$ cat src/rtl/lcd_host_pkg.sv
package lcd_host_pkg;

  typedef enum logic [1:0] {
    ST_IDLE = 2'd0,
    ST_LEAD = 2'd1,
    ST_HIGH = 2'd2,
    ST_LOW  = 2'd3
  } host_state_t;

  // index check done in 32-bit space so a power-of-two device count does not wrap
  function automatic logic idx_in_range(input int unsigned idx, input int unsigned n);
    return idx < n;
  endfunction

endpackage

$ cat src/rtl/lcd_phase_timer.sv
module lcd_phase_timer #(
  parameter int PHASE_CYC = 625
) (
  input  logic clk,
  input  logic rst_n,
  input  logic clear,
  input  logic run,
  output logic phase_end
);
  localparam int CNT_W = (PHASE_CYC > 2) ? $clog2(PHASE_CYC) : 1;
  localparam logic [CNT_W-1:0] LAST = CNT_W'(PHASE_CYC - 1);

  logic [CNT_W-1:0] cnt;

  assign phase_end = run && (cnt == LAST);

  always_ff @(posedge clk or negedge rst_n) begin
    if (!rst_n) begin
      cnt <= '0;
    end else if (clear || phase_end || !run) begin
      cnt <= '0;
    end else begin
      cnt <= cnt + 1'b1;
    end
  end

  assert_cnt_bound_R7: assert property (@(posedge clk) disable iff (!rst_n)
    cnt <= LAST);
endmodule

$ cat src/rtl/lcd_frame_shifter.sv
module lcd_frame_shifter #(
  parameter int SEG_W = 20
) (
  input  logic             clk,
  input  logic             rst_n,
  input  logic             load,
  input  logic [SEG_W-1:0] seg_on,
  input  logic             shift,
  output logic             bit_out,
  output logic             last_bit
);
  localparam int FRAME_W = SEG_W + 1;
  localparam int BIT_W   = $clog2(FRAME_W + 1);

  // start bit on top, then output 1..SEG_W going down, each bit inverted
  function automatic logic [FRAME_W-1:0] make_frame(input logic [SEG_W-1:0] s);
    logic [FRAME_W-1:0] f;
    f[FRAME_W-1] = 1'b1;
    for (int k = 0; k < SEG_W; k++) begin
      f[FRAME_W-2-k] = ~s[k];
    end
    return f;
  endfunction

  logic [FRAME_W-1:0] sreg;
  logic [BIT_W-1:0]   left;

  assign bit_out  = sreg[FRAME_W-1];
  assign last_bit = (left == BIT_W'(1));

  always_ff @(posedge clk or negedge rst_n) begin
    if (!rst_n) begin
      sreg <= '0;
      left <= '0;
    end else if (load) begin
      sreg <= make_frame(seg_on);
      left <= BIT_W'(FRAME_W);
    end else if (shift) begin
      sreg <= {sreg[FRAME_W-2:0], 1'b0};
      if (left != '0) left <= left - 1'b1;
    end
  end

  assert_start_loaded_R3: assert property (@(posedge clk) disable iff (!rst_n)
    load |=> bit_out);
  assert_no_shift_past_end_R7: assert property (@(posedge clk) disable iff (!rst_n)
    shift |-> left != '0);
endmodule

$ cat src/rtl/lcd_serial_host.sv
module lcd_serial_host
  import lcd_host_pkg::*;
#(
  parameter int N_DEV     = 3,
  parameter int SEG_W     = 20,
  parameter int PHASE_CYC = 625,
  localparam int DEV_W    = (N_DEV > 1) ? $clog2(N_DEV) : 1
) (
  input  logic             clk,
  input  logic             rst_n,
  input  logic             req_valid,
  output logic             req_ready,
  input  logic [DEV_W-1:0] req_dev,
  input  logic [SEG_W-1:0] req_seg,
  output logic             ser_clk,
  output logic             ser_data,
  output logic [N_DEV-1:0] dev_en,
  output logic             done
);

  host_state_t      state;
  logic             clk_q, fin_q, done_q;
  logic [N_DEV-1:0] en_q, en_sel;

  // named events for the assertions
  logic accept, dev_ok, load, phase_end, shift, last_bit, bit_out;

  assign req_ready = (state == ST_IDLE);
  assign accept    = req_valid && req_ready;
  assign dev_ok    = idx_in_range(32'(req_dev), N_DEV);
  assign load      = accept && dev_ok;
  assign shift     = (state == ST_HIGH) && phase_end;

  for (genvar i = 0; i < N_DEV; i++) begin : g_sel
    assign en_sel[i] = (req_dev == DEV_W'(i));
  end

  lcd_phase_timer #(.PHASE_CYC(PHASE_CYC)) u_timer (
    .clk       (clk),
    .rst_n     (rst_n),
    .clear     (load),
    .run       (state != ST_IDLE),
    .phase_end (phase_end)
  );

  lcd_frame_shifter #(.SEG_W(SEG_W)) u_shift (
    .clk      (clk),
    .rst_n    (rst_n),
    .load     (load),
    .seg_on   (req_seg),
    .shift    (shift),
    .bit_out  (bit_out),
    .last_bit (last_bit)
  );

  always_ff @(posedge clk or negedge rst_n) begin
    if (!rst_n) begin
      state  <= ST_IDLE;
      clk_q  <= 1'b0;
      fin_q  <= 1'b0;
      done_q <= 1'b0;
      en_q   <= '0;
    end else begin
      done_q <= 1'b0;
      unique case (state)
        ST_IDLE: begin
          if (load) begin
            state <= ST_LEAD;
            en_q  <= en_sel;
            fin_q <= 1'b0;
          end
        end
        ST_LEAD: begin
          if (phase_end) begin
            state <= ST_HIGH;
            clk_q <= 1'b1;
          end
        end
        ST_HIGH: begin
          if (phase_end) begin
            state <= ST_LOW;
            clk_q <= 1'b0;
            fin_q <= last_bit;
          end
        end
        ST_LOW: begin
          if (phase_end) begin
            if (fin_q) begin
              state  <= ST_IDLE;
              en_q   <= '0;
              done_q <= 1'b1;
            end else begin
              state <= ST_HIGH;
              clk_q <= 1'b1;
            end
          end
        end
        default: state <= ST_IDLE;
      endcase
    end
  end

  assign ser_clk  = clk_q;
  assign ser_data = bit_out;
  assign dev_en   = en_q;
  assign done     = done_q;

  assert_idle_quiet_R1: assert property (@(posedge clk) disable iff (!rst_n)
    req_ready |-> (!ser_clk && dev_en == '0));
  assert_one_enable_R2: assert property (@(posedge clk) disable iff (!rst_n)
    $onehot0(dev_en));
  assert_clk_needs_en_R2: assert property (@(posedge clk) disable iff (!rst_n)
    ser_clk |-> dev_en != '0);
  assert_data_steady_R6: assert property (@(posedge clk) disable iff (!rst_n)
    (ser_clk && $past(ser_clk)) |-> $stable(ser_data));
  assert_edge_on_phase_R7: assert property (@(posedge clk) disable iff (!rst_n)
    (ser_clk != $past(ser_clk)) |-> $past(phase_end));
  assert_en_fall_clk_low_R9: assert property (@(posedge clk) disable iff (!rst_n)
    ($past(dev_en) != '0 && dev_en == '0) |-> (!ser_clk && !$past(ser_clk)));
  assert_bad_index_R10: assert property (@(posedge clk) disable iff (!rst_n)
    (accept && !dev_ok) |=> (req_ready && dev_en == '0 && !done));
  assert_busy_after_accept_R11: assert property (@(posedge clk) disable iff (!rst_n)
    load |=> !req_ready);
  assert_done_after_en_R12: assert property (@(posedge clk) disable iff (!rst_n)
    done |-> (dev_en == '0 && $past(dev_en) != '0));
endmodule

$ cat config.mk
export PLATFORM = sky130hd
export DESIGN_NAME = lcd_serial_host
export DESIGN_NICKNAME = d
export VERILOG_FILES = /design/src/rtl/lcd_host_pkg.sv /design/src/rtl/lcd_phase_timer.sv /design/src/rtl/lcd_frame_shifter.sv /design/src/rtl/lcd_serial_host.sv
export SDC_FILE = /design/constraint.sdc
export NUM_CORES = 1
export LEC_CHECK = 0
export ABC_CLOCK_PERIOD_IN_PS = 2950
export BUFFER_PORTS_ARGS = -buffer_cell sky130_fd_sc_hd__buf_4
export CAP_MARGIN = 20
export CORE_MARGIN = 1.5
export CORE_UTILIZATION = 30
export CTS_CLUSTER_SIZE = 20
export DETAILED_ROUTE_END_ITERATION = 10
export GPL_TIMING_DRIVEN = 0
export HOLD_SLACK_MARGIN = 0.15
export SLEW_MARGIN = 10
export SYNTH_ARGS = -nofsm -noshare
export SYNTH_HDL_FRONTEND = slang
export SYNTH_HIERARCHICAL = 1
export SYNTH_SLANG_ARGS = --single-unit
$ cat constraint.sdc
create_clock -name clk -period 2.95 [get_ports clk]
set_input_delay 0.1475 -clock clk [delete_from_list [all_inputs] [get_ports clk]]
set_output_delay 0.1475 -clock clk [all_outputs]
set_load 0.01 [all_outputs]
==> impl_metrics.csv, run 1 <==
group,metric,value,unit
cells_and_area,final_cell_mix,"dfrtp_1 (44), buf_4 (32), a21oi_1 (32)",
floorplanning,die_y,87.4,um
clock_network,htree_levels,2,
place,dp.cells,340,
global_routing,antenna_found_initial,0,
place,post-place-ws,-0.180,ns
route,ant_nets,0,
synthesis,synth.avg_cell_area,10.0,sq um
sta,setup_violations,0,
route,post_drt_wl_per_cell,12.0,um
route,finalWirelength,4480,um
setup_path,cpMaxStageDelayCell,"or4b_4",
setup_path,cp_max_fo,10,
setup_path,required,3.14,ns
cells_and_area,final_util,42.0,%
cells_and_area,multi_input_area,941,sq um
sta,rsz0062_at_grt,"false",
route,first_pass_iters,4,
route,drt_iter0_markers,79,
clock_network,clock-sinks,44,
global_routing,grt_pass1_vias,1664,
synthesis,synth_seq_area_share,51.5,%
setup_path,path_cells,"inv_1, ha_1, or4b_4, nor3_4, nand2_1, nor2_2, buf_2, clkbuf_4, clkbuf_4, mux2i_1, nand2_1",
setup_path,r2r-end,"u_shift/sreg[20]",
place,placed_area,0.00249,sq mm
power_and_ir_drop,p_leak,1.20,nW
sta,holdWs,0.369,ns
cells_and_area,final_common_cell,"dfrtp_1",
sta,finalMaxSlewViolations,0,
floorplanning,core,0.00683,sq mm
setup_path,crit_type,"reg2reg",
global_routing,overflow,0,
clock_network,cts_buffers,5,
clock_network,cts_post_setup_buffers_inserted,0,
sta,fin_crit_sh,92.0,%
synthesis,synth.top_cell.area_share,51.5,%
setup_path,critPathTopFamily,"simple AND/OR/NAND/NOR gates",
outcome,status,"finished clean",
floorplanning,start_util,31.3,%
cells_and_area,fin_nets,305,
clock_network,cts_root_buf,"clkbuf_8",
route,num_vias,1762,
sta,period_needed,2.71,ns
sta,slew_headroom,63.2,%
setup_path,r2r-start,"u_timer/cnt[0]",
cells_and_area,diodes,0,
synthesis,synth.net_count,242,
clock_network,cts_tree,"built",
floorplanning,ios,32,
synthesis,yosys-top-cells-area,"dfrtp_1 (51%), a21oi_1 (7.5%), a211oi_1 (6.7%)",
floorplanning,fp-row-count,30,
power_and_ir_drop,ir_drop,190,uV
synthesis,synth_cells,213,
cells_and_area,drive_gt1_share,18.4,%
sta,tightest_slew,0.551,ns
sta,max_freq,368,MHz
setup_path,worstSetupEndpointType,"flop",
cells_and_area,num-fill-cells,709,
clock_network,clock_path_buffers,2,
global_routing,grt_start_max_net_pins,45,
setup_path,max_stage_delay,0.50,ns
synthesis,synth_area_leader_cell,"dfrtp_1",
hold_path,hp-class,"in2async",
synthesis,synth_warnings,6,
sta,setup_slack,0.236,ns
floorplanning,fp.dieW,87.4,um
global_routing,grt_usage,12.5,%
setup_path,r2r_setup_slack,0.24,ns
synthesis,ys_types,37,
power_and_ir_drop,powerDensity,652,mW/mm^2
global_routing,grt_pass1_wl,7530,um
synthesis,ys_seq_elements,44,
floorplanning,die-area,0.00764,sq mm
setup_path,rr_worst_depth,11,
cells_and_area,areaGrowthSynthToFinish,34.2,%
cells_and_area,regArea,0.00110,sq mm
setup_path,worst-path-buf-inv,4,
setup_path,crit_path_start_kind,"flop",
setup_path,crit_arrival,2.90,ns
clock_network,worstSkewPairLatency,0.30,ns
place,dpl.hpwl,2940,um
sta,fin_worst_skew,0.00991,ns
cells_and_area,postLayoutCellArea,0.00287,sq mm
clock_network,clk_pin_slew,0.08,ns
route,drc,0,
cells_and_area,final_cells,373,
sta,finalHoldViolations,0,
run,max_cap_violations,0,
place,port_buffers,31,
route,viasPerCell,4.72,
synthesis,netlist_area,0.00214,sq mm
place,routabilityCongestion,0.737,
## what timing repair did
item / in CTS / in global routing
resized for setup: 2 / 5
gates cloned: 0 / 0
hold buffers: 25 / 0
setup endpoints to repair: 22 / 18
pin swaps: 0 / 0
endpoints found under the hold margin: 67 / 0
## power breakdown
part / internal (mW) / switching, mW / total [mW]
combinational: 0.282 / 0.241 / 0.523
clock: 0.251 / 0.204 / 0.455
sequential: 0.786 / 0.108 / 0.894
## per-layer routing
metal	up-vias	track usage (%)	routed length, um
met5	-	0	0
met4	0	4.33	65
li1	883	-	-
met1	858	16.7	2080
met3	5	2.56	98
met2	16	20.3	2240
## registers in the layout, summed over array words and instances, names as in the netlist
signal and cells:
u_shift/sreg 21, dev_en 3, done 1, u_shift/left 5, fin_q 1, state 2, ser_clk 1, u_timer/cnt 10
## how the worst max path moves through the flow
stage | slack (ns) | cells after the start | start | to
after CTS | 0.08 | 11 | u_timer/cnt[0] | u_shift/sreg[20]
after global placement | -0.20 | 11 | u_timer/cnt[0] | u_shift/sreg[20]
after floorplan | 0.29 | 11 | u_timer/cnt[0] | u_shift/sreg[20]
after global routing | 0.03 | 11 | u_timer/cnt[0] | u_shift/sreg[20]
after detailed placement | -0.18 | 11 | u_timer/cnt[0] | u_shift/sreg[20]
final | 0.24 | 11 | u_timer/cnt[0] | u_shift/sreg[20]
## final cells by class
| cell class | instances | share of cell area (%) |
|---|---|---|
| clock inverter | 2 | 1.22 |
| timing repair buffer | 56 | 16.8 |
| inverter | 13 | 1.70 |
| clock buffer | 6 | 2.53 |
| buffer | 12 | 2.40 |
| sequential | 44 | 38.4 |
| multi-input combinational | 144 | 32.8 |
| tap | 96 | 4.18 |
## Yosys cell counts (all sizes together)
cell type   n
nand2b      2
mux2i       3
nand2      13
clkbuf      7
a211o       1
nor2       10
dfrtp      44
o31ai       3
nor2b      19
nand4b      2
nor4b       3
o21ai       7
nand3b      2
o2bb2ai     1
o311ai      1
a21oi      32
ha          4
xor2        2
buf         5
nand3       4
a211oi     19
or4b        2
a311oi      1
and3        2
inv        13
or3         3
o22ai       1
or4         2
nand4       3
nor3        1
xnor2       1
## through the flow
| step | total power, mW | TNS, ns |
|---|---|---|
| after floorplan | 1.25 | 0 |
| after global placement | 1.39 | -2.24 |
| after detailed placement | 1.40 | -2.12 |
| after CTS | 1.89 | 0 |
| after global routing | 2.01 | 0 |
| final | 1.87 | 0 |
## worst register-to-register path, delay by kind of cell, from the launching register on
family	cells	cell delay [ns]
simple gates	5	1.10
buf+inv	4	0.76
mux	1	0.19
fa+ha+maj	1	0.13
flops	1	0.42
## cells by family after synthesis
kind of cell | synth area share [%]
and+or+nand+nor | 18.8
AOI/OAI and AO/OA | 19.6
DFF | 51.5
buffers and inverters | 5.15
adders and majority gates | 2.34
xor gates and xnor gates | 1.23
muxes | 1.40
(Power assumes the default switching activity.)
==> run 2: changes to the inputs <==
CORE_UTILIZATION = 53   (was 30)
PLACE_DENSITY = 0.75   (was not set)
==> run 2 against run 1 <==
  * Clock skew fell by 0.0055 ns
  * Power decreased by 3.2%
  * Utilization is 32 points higher
  * Setup slack worse by 0.037 ns
  * Sequential power is 0.9% higher
  * Routed wire length grew 2.1%
  * Die area is 42% lower
  * Critical endpoint unchanged
==> impl_metrics.csv, run 2 (synthesis results as in run 1) <==
group,metric,value,unit
outcome,status,"finished clean",
clock_network,clk_pin_slew,0.07,ns
cells_and_area,top_register,"u_shift/sreg",
power_and_ir_drop,pwr-share-seq,49.8,%
sta,setup_violations,0,
cells_and_area,diodes,0,
setup_path,crit_arrival,2.93,ns
place,placed_area,0.00243,sq mm
clock_network,clock-sinks,44,
sta,setup_slack,0.199,ns
setup_path,r2r-end,"u_shift/sreg[20]",
cells_and_area,largest_reg_flops,21,
floorplanning,die-area,0.00442,sq mm
sta,period_needed,2.75,ns
power_and_ir_drop,comb_power_share,29.0,%
route,drt_iter0_markers,119,
power_and_ir_drop,pwr-share-clk,21.2,%
cells_and_area,reg_top3,"u_shift/sreg x21, u_timer/cnt x10, u_shift/left x5",
setup_path,crit_end,"u_shift/sreg[20]",
clock_network,cts_post_setup_buffers_inserted,0,
setup_path,cp_max_fo,10,
sta,fin_crit_sh,93.3,%
cells_and_area,final_util,74.1,%
place,dpl.hpwl,2760,um
floorplanning,fp.dieW,66.5,um
clock_network,htree_levels,2,
sta,tightest_slew,0.541,ns
route,post_drt_wl_per_cell,14.1,um
clock_network,clock_path_buffers,2,
global_routing,grt_start_max_net_pins,45,
power_and_ir_drop,powerDensity,649,mW/mm^2
global_routing,grt_pass1_wl,7610,um
floorplanning,ios,32,
cells_and_area,fin_nets,305,
route,num_vias,1786,
power_and_ir_drop,swShare,30.5,%
sta,finalMaxSlewViolations,0,
route,finalWirelength,4580,um
setup_path,required,3.13,ns
clock_network,cts_tree,"built",
sta,slew_headroom,63.9,%
setup_path,path_cells,"inv_1, ha_1, or4b_4, nor3_4, nand2_1, nor2_2, clkbuf_2, clkbuf_4, clkbuf_4, mux2i_1, nand2_1",
cells_and_area,final_cell_mix,"dfrtp_1 (44), buf_4 (32), a21oi_1 (32)",
floorplanning,start_util,56.7,%
sta,finalHoldViolations,0,
setup_path,critPathTopFamily,"simple AND/OR/NAND/NOR gates",
setup_path,critical_path_depth,11,
cells_and_area,num-fill-cells,279,
setup_path,worst-path-buf-inv,4,
power_and_ir_drop,power_switching,0.552,mW
cells_and_area,areaGrowthSynthToFinish,30.6,%
floorplanning,die_y,66.5,um
route,drc,0,
place,post-place-ws,-0.138,ns
cells_and_area,postLayoutCellArea,0.00279,sq mm
global_routing,grt_usage,23.1,%
route,ant_nets,0,
cells_and_area,final_cells,325,
setup_path,worstSetupEndpointType,"flop",
setup_path,crit_type,"reg2reg",
setup_path,r2r_setup_slack,0.20,ns
global_routing,overflow,0,
sta,max_freq,364,MHz
clock_network,worstSkewPairLatency,0.29,ns
cells_and_area,final_common_cell,"dfrtp_1",
floorplanning,fp-row-count,22,
place,routabilityCongestion,0.762,
sta,fin_worst_skew,0.00436,ns
clock_network,cts_buffers,5,
place,dp.cells,292,
setup_path,max_stage_delay,0.50,ns
route,viasPerCell,5.50,
hold_path,hp-class,"in2async",
global_routing,grt_pass1_vias,1688,
setup_path,crit_start,"u_timer/cnt[0]",
place,port_buffers,31,
run,max_cap_violations,0,
global_routing,antenna_found_initial,0,
power_and_ir_drop,ir_drop,451,uV
power_and_ir_drop,total_power,1.81,mW
cells_and_area,drive_gt1_share,18.1,%
floorplanning,core,0.00377,sq mm
route,first_pass_iters,4,
setup_path,rr_worst_depth,11,
setup_path,cpMaxStageDelayCell,"or4b_4",
power_and_ir_drop,p_int,1.26,mW
setup_path,crit_path_start_kind,"flop",
setup_path,r2r-start,"u_timer/cnt[0]",
clock_network,cts_root_buf,"clkbuf_8",
power_and_ir_drop,p_leak,1.19,nW
run 2: timing repair:
| item | 4_1_cts | 5_1_grt |
|---|---|---|
| resized for setup | 1 | 5 |
| hold endpoints to repair | 67 | 0 |
| hold buffers | 25 | 0 |
| setup endpoints to repair | 21 | 23 |
run 2: layout make-up:
class,instances,area [sq um],share of cell area (%)
multi-input cells,144,941,33.7
well taps,48,60.1,2.15
clock buffers,8,90.1,3.23
repair buffers,56,483,17.3
plain buffers,12,68.8,2.46
flip-flops and latches,44,1100,39.4
inverters,13,48.8,1.75
run 2: worst min-delay path by stage:
| stage | startpoint | endpoint | slack (ns) | cells past startpoint |
|---|---|---|---|---|
| after floorplan | rst_n | dev_en[0] | -0.15 | 0 |
| after global placement | rst_n | u_timer/cnt[3] | 0.17 | 1 |
| after detailed placement | rst_n | u_timer/cnt[3] | 0.17 | 1 |
| after CTS | rst_n | u_timer/cnt[3] | 0.39 | 2 |
| after global routing | rst_n | u_timer/cnt[3] | 0.43 | 2 |
| final | rst_n | u_timer/cnt[3] | 0.39 | 2 |
run 2: power by group through the flow:
stage	combinational, mW	clock, mW	sequential, mW
floorplan	0.357	0	0.889
global placement	0.473	0	0.907
detailed placement	0.487	0	0.908
CTS	0.518	0.395	0.898
global route	0.596	0.425	0.928
finish	0.526	0.384	0.902
run 2: metrics by stage:
step | hold WS [ns] | TNS [ns]
after global routing | 0.428 | -0.00543
after floorplan | -0.148 | 0
after detailed placement | 0.173 | -1.30
after CTS | 0.394 | 0
after global placement | 0.173 | -1.24
final | 0.386 | 0
run 2: metal layers:
layer | part of all wire [%] | global-route usage [%] | vias to the layer above
met5 | 0 | 0 | -
met4 | 1.7 | 7.91 | 0
met3 | 3.1 | 6.08 | 10
met2 | 49 | 35.4 | 32
met1 | 46 | 31.8 | 860
li1 | - | - | 884
==> run 3: changes to the inputs <==
ABC_AREA = 1   (was not set)
RECOVER_POWER = 25   (was not set)
==> run 3 against run 2 <==
  * Critical endpoint unchanged
  * Register-to-register slack improved by 0.52 ns
  * Combinational power is 87% lower
  * Sequential cell count is the same
  * Routed wire length shrank 7.1%
  * Clock power decreased by 6.5%
==> impl_metrics.csv, run 3 <==
group,metric,value,unit
setup_path,r2r_setup_slack,0.72,ns
synthesis,synth_edf_count,0,
sta,holdWs,0.195,ns
route,post_drt_wl_per_cell,12.1,um
global_routing,grt_pass1_wl,7300,um
cells_and_area,reg_top3,"u_shift/sreg x21, u_timer/cnt x10, u_shift/left x5",
floorplanning,core,0.00397,sq mm
route,viasPerCell,5.08,
clock_network,clock-sinks,44,
sta,slew_headroom,28.6,%
setup_path,crit_top_cell,"inv_1",
global_routing,grt_pass1_vias,1715,
route,drt_iter0_markers,89,
floorplanning,die_y,66.9,um
sta,rsz0062_at_grt,"false",
sta,setup_violations,0,
synthesis,netlist_area,0.00216,sq mm
setup_path,crit_path_start_kind,"flop",
synthesis,synth_common_cells,"nand2_1 (63), dfrtp_1 (44), inv_1 (27)",
route,drc,0,
synthesis,synthArstFlopShare,100,%
route,num_vias,1783,
synthesis,synth_ff_type,"dfrtp_1",
route,ant_nets,0,
hold_path,min_from,"req_dev[0]",
outcome,status,"finished clean",
clock_network,worstSkewPairLatency,0.30,ns
clock_network,cts_tree,"built",
hold_path,hp-class,"in2reg",
cells_and_area,areaGrowthSynthToFinish,26.8,%
sta,tightest_slew,1.07,ns
floorplanning,start_util,54.5,%
clock_network,clock_path_buffers,2,
hold_path,hold_end,"dev_en[1]",
global_routing,grt_use_met1,26.8,%
place,dpl.hpwl,2890,um
sta,fin_crit_sh,75.5,%
sta,max_freq,449,MHz
setup_path,path_cells,"inv_1, ha_1, nand4_1, nor2_1, nand3_1, inv_2, inv_1, nor2_4, inv_1, o22a_1",
clock_network,cts_hold_buf,21,
global_routing,gr-usage-met3,4.56,%
setup_path,required,3.13,ns
clock_network,ctsResizeCount,0,
clock_network,cts_post_setup_buffers_inserted,0,
synthesis,synth_area_leader_cell,"dfrtp_1",
synthesis,synth_seq_area_share,50.9,%
setup_path,cpMaxStageDelayCell,"dfrtp_1",
setup_path,worstSetupEndpointType,"flop",
cells_and_area,fin_nets,330,
setup_path,cp_max_fo,9,
route,finalWirelength,4250,um
setup_path,r2r-start,"u_timer/cnt[0]",
clock_network,cts_root_buf,"clkbuf_8",
floorplanning,fp-row-count,23,
global_routing,busiest_layer,"met2",
sta,period_needed,2.23,ns
synthesis,synth.top_cell.area_share,50.9,%
floorplanning,fp.dieW,66.9,um
clock_network,clk_pin_slew,0.07,ns
sta,finalHoldViolations,0,
sta,setup_tns,0,ns
floorplanning,die-area,0.00448,sq mm
sta,fin_worst_skew,0.00977,ns
cells_and_area,final_common_cell,"nand2_1",
cells_and_area,largest_reg_flops,21,
synthesis,synth_warnings,6,
synthesis,synth_cells,242,
cells_and_area,top_register,"u_shift/sreg",
floorplanning,ios,32,
setup_path,crit_arrival,2.41,ns
synthesis,synth.net_count,271,
setup_path,rr_worst_depth,10,
synthesis,synth_most_common_cell,"nand2_1",
setup_path,max_stage_delay,0.43,ns
run,max_cap_violations,0,
synthesis,synth.avg_cell_area,8.94,sq um
clock_network,htree_levels,2,
global_routing,antenna_found_initial,0,
cells_and_area,diodes,0,
global_routing,grt_start_max_net_pins,45,
route,first_pass_iters,4,
sta,finalMaxSlewViolations,0,
cells_and_area,final_cell_mix,"nand2_1 (63), dfrtp_1 (44), buf_4 (30)",
synthesis,ys_types,32,
place,port_buffers,31,
global_routing,grt_usage,22.0,%
cells_and_area,drive_gt1_share,22.3,%
global_routing,overflow,0,
global_routing,met2_usage,37.6,%
power_and_ir_drop,p_leak,1.36,nW
setup_path,r2r-end,"u_shift/sreg[20]",
place,routabilityCongestion,0.769,
power_and_ir_drop,ir_drop,261,uV
hold_path,holdPathStages,5,
clock_network,cts_buffers,5,
synthesis,yosys-top-cells-area,"dfrtp_1 (51%), nand2_1 (11%), inv_1 (4.7%)",
synthesis,ys_seq_elements,44,
power_and_ir_drop,powerDensity,375,mW/mm^2
setup_path,crit_type,"reg2reg",
## run 3: changes by cell type after synthesis, moves of 10 or more
| cell | delta |
|---|---|
| nor2_1 | +17 |
| nand3_1 | +10 |
| a21oi_1 | -31 |
| a211oi_1 | -19 |
| inv_1 | +14 |
| o211ai_1 | +13 |
| nor2b_1 | -19 |
| nand2_1 | +50 |
## run 3: worst max path at each step
stage              startpoint                to  slack, ns  depth (start not counted)
6_report       u_timer/cnt[0]  u_shift/sreg[20]       0.72                         10
5_1_grt              state[1]  u_shift/sreg[17]       0.49                         11
2_1_floorplan  u_timer/cnt[0]  u_shift/sreg[20]       1.04                         10
3_5_place_dp   u_timer/cnt[0]  u_shift/sreg[20]       0.71                         10
4_1_cts        u_timer/cnt[0]  u_shift/sreg[20]       0.70                         10
3_3_place_gp   u_timer/cnt[0]  u_shift/sreg[20]       0.78                         10
## run 3: stage by stage
stage / power, mW / instance area [sq um] / instances / setup WS, ns / utilization [%]
6_report: 1.03 / 2750 / 351 / 0.723 / 69.1
3_3_place_gp: 0.662 / 2460 / 323 / 0.777 / 61.9
2_1_floorplan: 0.622 / 2160 / 242 / 1.04 / -
3_5_place_dp: 0.662 / 2460 / 323 / 0.710 / 61.9
5_1_grt: 1.07 / 2750 / 351 / 0.495 / 69.1
4_1_cts: 1.04 / 2750 / 351 / 0.702 / 69.2
## run 3: power breakdown
group	internal, mW	switching (mW)
logic	0.0412	0.0256
clock network	0.161	0.197
registers	0.604	0.000689
total	0.806	0.224
## run 3: kinds of logic (layout without fill, tap and decap cells)
group / Yosys count / after routing / share of synthesized area [%]
AOI/OAI and AO/OA: 32 / 32 / 11.9
DFF: 44 / 44 / 50.9
buffers and inverters: 37 / 96 / 7.40
xor gates and xnor gates: 4 / 4 / 1.62
and+or+nand+nor: 121 / 121 / 25.9
adders and majority gates: 4 / 4 / 2.31
## run 3: metal layers
layer / share of wire [%] / vias up
met5: 0 / -
met4: 1.8 / 0
met3: 4.0 / 5
met2: 49 / 42
met1: 45 / 834
li1: - / 902
## run 3: layout make-up
| cell class | count | area (sq um) |
|---|---|---|
| Sequential cell | 44 | 1100 |
| Clock buffer | 6 | 72.6 |
| Clock inverter | 1 | 5.00 |
| Inverter | 33 | 128 |
| Tap cell | 50 | 62.6 |
| Fill cell | 321 | 1230 |
| Timing Repair Buffer | 52 | 440 |
| Multi-Input combinational cell | 161 | 903 |
| Buffer | 4 | 32.5 |
## run 3: worst max-delay path: cells and delay by family (launching register included)
family / cells / cell delay [ns]
simple gates: 4 / 0.88
buf+inv: 4 / 0.49
flops: 1 / 0.43
compound gates: 1 / 0.19
fa+ha+maj: 1 / 0.15
